**config.mk**
```make
export PLATFORM = sky130hd
export DESIGN_NAME = pfc_rx_tracker
export DESIGN_NICKNAME = d
export VERILOG_FILES = /design/src/rtl/pfc_rx_pkg.sv /design/src/rtl/pfc_frame_decode.sv /design/src/rtl/pfc_class_timer.sv /design/src/rtl/pfc_rx_tracker.sv
export SDC_FILE = /design/constraint.sdc
export NUM_CORES = 1
export LEC_CHECK = 0
export ABC_AREA = 0
export BUFFER_PORTS_ARGS = -buffer_cell sky130_fd_sc_hd__buf_2
export CORE_MARGIN = 3
export CORE_UTILIZATION = 35
export CTS_BUF_LIST = sky130_fd_sc_hd__clkbuf_2 sky130_fd_sc_hd__clkbuf_4 sky130_fd_sc_hd__clkbuf_8
export CTS_CLUSTER_DIAMETER = 80
export CTS_CLUSTER_SIZE = 12
export DETAILED_ROUTE_END_ITERATION = 10
export GPL_TIMING_DRIVEN = 0
export SYNTH_ARGS = -nofsm -noshare
export SYNTH_HDL_FRONTEND = slang
export SYNTH_SLANG_ARGS = --single-unit
```
**constraint.sdc**
```tcl
create_clock -name clk -period 4.2 [get_ports clk]
set_clock_uncertainty 0.1 [all_clocks]
set_input_delay 0.84 -clock clk [delete_from_list [all_inputs] [get_ports clk]]
set_output_delay 0.84 -clock clk [all_outputs]
set_load 0.01 [all_outputs]
```
**src/rtl/pfc_rx_pkg.sv**
```systemverilog
package pfc_rx_pkg;
  localparam logic [47:0] PFC_DEST_ADDR = 48'h0180C2000001;
  localparam logic [15:0] MAC_CTRL_TYPE = 16'h8808;
  localparam logic [15:0] PFC_OPCODE    = 16'h0101;
  localparam int          TIME_W        = 16;
endpackage

```
**src/rtl/pfc_frame_decode.sv**
```systemverilog
module pfc_frame_decode
  import pfc_rx_pkg::*;
#(
  parameter int NUM_CLASS = 8,
  parameter logic [47:0] MATCH_ADDR = PFC_DEST_ADDR
) (
  input  logic                          clk,
  input  logic                          rst,
  input  logic                          frm_good,
  input  logic [47:0]                   frm_dst,
  input  logic [15:0]                   frm_ethertype,
  input  logic [15:0]                   frm_opcode,
  input  logic [NUM_CLASS-1:0]          frm_class_vec,
  input  logic [NUM_CLASS*TIME_W-1:0]   frm_times,
  input  logic [NUM_CLASS-1:0]          rx_class_mask,
  output logic [NUM_CLASS-1:0]          ld_req,
  output logic [NUM_CLASS*TIME_W-1:0]   ld_time
);
  logic addr_hit, type_hit, op_hit, frame_hit;

  always_comb begin
    addr_hit  = (frm_dst == MATCH_ADDR);
    type_hit  = (frm_ethertype == MAC_CTRL_TYPE);
    op_hit    = (frm_opcode == PFC_OPCODE);
    frame_hit = frm_good && addr_hit && type_hit && op_hit;
  end

  always_ff @(posedge clk) begin
    if (rst) begin
      ld_req  <= '0;
      ld_time <= '0;
    end else begin
      ld_req <= frame_hit ? (frm_class_vec & rx_class_mask) : '0;
      if (frame_hit) ld_time <= frm_times;
    end
  end
endmodule

```
**src/rtl/pfc_class_timer.sv**
```systemverilog
module pfc_class_timer
  import pfc_rx_pkg::*;
#(
  parameter int CNT_W = TIME_W
) (
  input  logic             clk,
  input  logic             rst,
  input  logic             load,
  input  logic [CNT_W-1:0] load_val,
  input  logic             tick,
  output logic             paused,
  output logic             start_pulse,
  output logic             end_pulse
);
  logic [CNT_W-1:0] cnt_q, cnt_nxt;
  logic             nz_nxt;

  always_comb begin
    cnt_nxt = cnt_q;
    if (load)
      cnt_nxt = load_val;
    else if (tick && (cnt_q != '0))
      cnt_nxt = cnt_q - 1'b1;
    nz_nxt = (cnt_nxt != '0);
  end

  always_ff @(posedge clk) begin
    if (rst) begin
      cnt_q       <= '0;
      paused      <= 1'b0;
      start_pulse <= 1'b0;
      end_pulse   <= 1'b0;
    end else begin
      cnt_q       <= cnt_nxt;
      paused      <= nz_nxt;
      start_pulse <= nz_nxt && !paused;
      end_pulse   <= !nz_nxt && paused;
    end
  end
endmodule

```
**src/rtl/pfc_rx_tracker.sv**
```systemverilog
module pfc_rx_tracker
  import pfc_rx_pkg::*;
#(
  parameter int NUM_CLASS = 8,
  parameter logic [47:0] MATCH_ADDR = PFC_DEST_ADDR
) (
  input  logic                        clk,
  input  logic                        rst,
  input  logic                        frm_good,
  input  logic [47:0]                 frm_dst,
  input  logic [15:0]                 frm_ethertype,
  input  logic [15:0]                 frm_opcode,
  input  logic [NUM_CLASS-1:0]        frm_class_vec,
  input  logic [NUM_CLASS*TIME_W-1:0] frm_times,
  input  logic [NUM_CLASS-1:0]        rx_class_mask,
  input  logic                        quantum_tick,
  output logic [NUM_CLASS-1:0]        class_paused,
  output logic [NUM_CLASS-1:0]        xoff_start,
  output logic [NUM_CLASS-1:0]        pause_end
);
  logic [NUM_CLASS-1:0]        ld_req;
  logic [NUM_CLASS*TIME_W-1:0] ld_time;

  pfc_frame_decode #(
    .NUM_CLASS (NUM_CLASS),
    .MATCH_ADDR(MATCH_ADDR)
  ) u_decode (
    .clk          (clk),
    .rst          (rst),
    .frm_good     (frm_good),
    .frm_dst      (frm_dst),
    .frm_ethertype(frm_ethertype),
    .frm_opcode   (frm_opcode),
    .frm_class_vec(frm_class_vec),
    .frm_times    (frm_times),
    .rx_class_mask(rx_class_mask),
    .ld_req       (ld_req),
    .ld_time      (ld_time)
  );

  for (genvar n = 0; n < NUM_CLASS; n++) begin : g_class
    pfc_class_timer #(
      .CNT_W(TIME_W)
    ) u_timer (
      .clk        (clk),
      .rst        (rst),
      .load       (ld_req[n]),
      .load_val   (ld_time[n*TIME_W +: TIME_W]),
      .tick       (quantum_tick),
      .paused     (class_paused[n]),
      .start_pulse(xoff_start[n]),
      .end_pulse  (pause_end[n])
    );
  end
endmodule

```
==> summary.md <==
| Metric | Value |
|---|---|
| Outcome | completed |
| Routability-driven placement congestion ratio | ~0.95 |
| Area grow syn2layout | 16.1% |
| Hold Path Class | register to register |
| Finished Cell Area | roughly 0.017 mm² |
| Clk Tree Root Cell | clkbuf_8 |
| Clk slew on worst S/H paths | about 0.1 ns |
| Final slew viol count | 0 |
| Crit-path cells | buf_2 -> buf_2 -> buf_2 -> buf_2 -> nor4b_1 -> nand3_1 -> o31a_1 -> nor4_1 -> o21ai_0 -> nor4_2 -> and3_1 |
| Vias in the first global route | 14100 |
| Initial antenna violation count | 0 |
| Worst EP required | roughly 4.7 ns |
| DIE AREA | around 0.045 mm² |
| Asr flop ratio synth | 0 |
| Largest net degree at the start of global routing | 14 |
| Peak VDD IR | about 250 µV |
| Critical path launch point type | primary input |
| Grt ovf | 0 |
| Mapped cell area | approximately 0.015 mm² |
| DRT Pass-1 Iters | 8 |
| Synth unique cells | between 80 and 90 |
| Num CTS Buffers | 28 |
| First-pass GRT wire length | 78.1 mm |
| Simple-Gate Fraction of Synth Area | 0.314 |
| Final worst path period need | roughly 3.9 ns |
| Max-Slew Margin vs Limit | 0.229 |
| WL final | slightly above 50 mm |
| Dominant cells by area after synthesis | dfxtp_1 (39%), nand2_1 (8.4%), a21oi_1 (6.2%) |
| Register bit total from synthesis | around 290 |
| Synth Area in Compound Gates | 0.201 |
| HPWL Detailed | approximately 38 mm |
| Post-Syn Nets | 2120 |
| Total power | between 10 and 15 mW |
| Register area share after synthesis | 0.392 |
| Final setup violating endpoints | 0 |
| CP arrival | about 4.3 ns |
| Worst-Skew Late Latency | around 0.64 ns |
| Worst Max-Slew Pin Slew | approximately 1.2 ns |
| RSZ-0062 raised after global routing | false |
| Mean post-synth cell area | approximately 7.8 µm² |
| Total global routing track utilization | 0.218 |
| Mux contribution to synthesized area | 0.0163 |
| Leak | ~6.6 nW |
| Die span in x | around 210 µm |
| Largest family of logic cells by synthesized area | simple AND/OR/NAND/NOR gates |
| DIE HEIGHT | about 210 µm |
| Reg2reg setup slack | 0.48 ns |
| Main synth FF type | dfxtp_1 |
| Fin crit share | 0.919 |
| Worst r2r dst | g_class[3].u_timer.end_pulse |
| XOR/XNOR share of the synthesized area | 0.00953 |
| Clk buf depth | 3 |
| Crit path capture type | register |
| Final Hold Fails | 0 |
| Setup bufs post-CTS | 0 |
| Maximum fanout along the worst path | 10 |
| Fill cells | ~4300 |
| CP max stage cell | nor4_2 |
| Initial Utilization | 0.357 |
| Maximum clock frequency | between 200 and 300 MHz |
| CP Capture Point | g_class[3].u_timer.end_pulse |
| Syn Inst Count | 1876 |
| Reg2Reg Depth | 9 |
| Post-route ant nets | 0 |
| Post-Route Utilization | 0.414 |
| Yosys warns | 0 |
| PwrDens | roughly 750 mW/mm² |
| Cell mode on critical path | buf_2 |
| 1st-iter DRT viols | 1479 |
| Adder-cell area share of the yosys netlist | 0.0136 |
| CTS tree | done |
| Worst path max stage delay | between 0.5 and 0.6 ns |
| Synth top area share | 0.392 |
| Post-route setup TNS | 0 ns |
| Hold Buf Count CTS | 0 |
| IO Count | 252 |
| Post-synth EDFFs | 0 |
| Routed len/inst | 18.8 µm |
| Post-DP Area | between 0.015 and 0.02 mm² |
| Vias per inst | between 5 and 6 |
| Row Count | 74 |
| CP Launch Point | quantum_tick |
| Pre-CTS WS | -0.598 ns |
| CTS H-tree depth | 1 |
| Setup ws final | ~0.34 ns |
| Most frequent cells in the layout | nand2_1 (330), dfxtp_1 (288), buf_2 (256) |
| Total vias in the final route | between 15000 and 20000 |
| Critical path class | primary input to register |
| Clock Sinks | around 290 |
| Dominant cell type by area after synthesis | dfxtp_1 |
| Layout cells sized above 1 | 0.177 |
| Worst r2r src | g_class[3].u_timer.cnt_q[0] |
| Layout Nets | 2401 |
| Core ar. | ~0.041 mm² |
| Most common cell after layout, fill and taps aside | nand2_1 |
| Port-buffer cells | between 200 and 300 |
| Max_cap viols | 0 |
| Drt drc | 0 |
## Yosys cell counts (all sizes together), types with 24 or more instances
master,count
nor4,69
nor2,160
o21ai,57
nor3,86
inv,34
nand2b,24
a21oi,183
dfxtp,288
or4,37
or3,32
nand2,330
and3,29
clkbuf,107
buf,36
## flip-flops by register name (all words and copies together), names as in the netlist
signal	count
g_class.u_timer.cnt_q	128
u_decode.ld_time	128
g_class.u_timer.end_pulse	8
g_class.u_timer.paused	8
g_class.u_timer.start_pulse	8
u_decode.ld_req	8
## timing repair
item | CTS | global route
endpoints found under the setup margin | 0 | 4
endpoints found under the hold margin | 0 | 0
resized for setup | 0 | 4
## final cells by class
cell class	instances	area [µm²]	area share
sequential	288	5770	0.338
inverter	37	139	0.00813
clock inverter	2	17.5	0.00103
buffer	143	658	0.0385
timing repair buffer	251	1270	0.0742
multi-input combinational	1408	8160	0.478
antenna	2	5.00	0.000293
clock buffer	29	399	0.0234
tap	532	666	0.0390
## critical path, delay by kind of cell
| kind | cells | cell delay (ns) |
|---|---|---|
| buffers and inverters | 4 | 1.17 |
| AO/OA/AOI/OAI | 2 | 0.50 |
| AND/OR/NAND/NOR | 5 | 1.81 |
## per-layer routing
layer  track usage  vias up  share of wire
li1              -     7377              -
met1         0.304     7057           0.45
met2         0.355      511           0.46
met3        0.0290       72          0.060
met4        0.0630        0          0.030
met5             0        -              0
## worst min-delay path by stage
stage | from | slack, ns | end | cells after the start
final | g_class[3].u_timer.paused | 0.33 | g_class[3].u_timer.start_pulse | 1
after global routing | rx_class_mask[1] | 0.32 | u_decode.ld_req[1] | 2
after CTS | rx_class_mask[1] | 0.28 | u_decode.ld_req[1] | 2
after detailed placement | g_class[3].u_timer.paused | 0.33 | g_class[3].u_timer.start_pulse | 1
after global placement | g_class[3].u_timer.paused | 0.33 | g_class[3].u_timer.start_pulse | 1
after floorplan | g_class[0].u_timer.paused | 0.31 | g_class[0].u_timer.start_pulse | 1
## stage by stage
step | hold slack, ns | instances
floorplan | 0.314 | 1876
global placement | 0.325 | 2658
detailed placement | 0.325 | 2659
CTS | 0.283 | 2690
global route | 0.315 | 2690
finish | 0.326 | 2692
## cells by family (layout without fill, tap and decap cells)
logic type,Yosys count,in the layout
xor gates and xnor gates,16,16
buffers and inverters,180,462
AOI/OAI and AO/OA,445,445
adders and majority gates,16,16
and+or+nand+nor,908,908
DFF,288,288
other,0,2
muxes,23,23
## where the power goes
part	switching, mW	internal [mW]
clock	0.976	0.619
sequential	0.632	3.32
combinational	4.18	3.11
total	5.78	7.05
(Power assumes the default switching activity.)
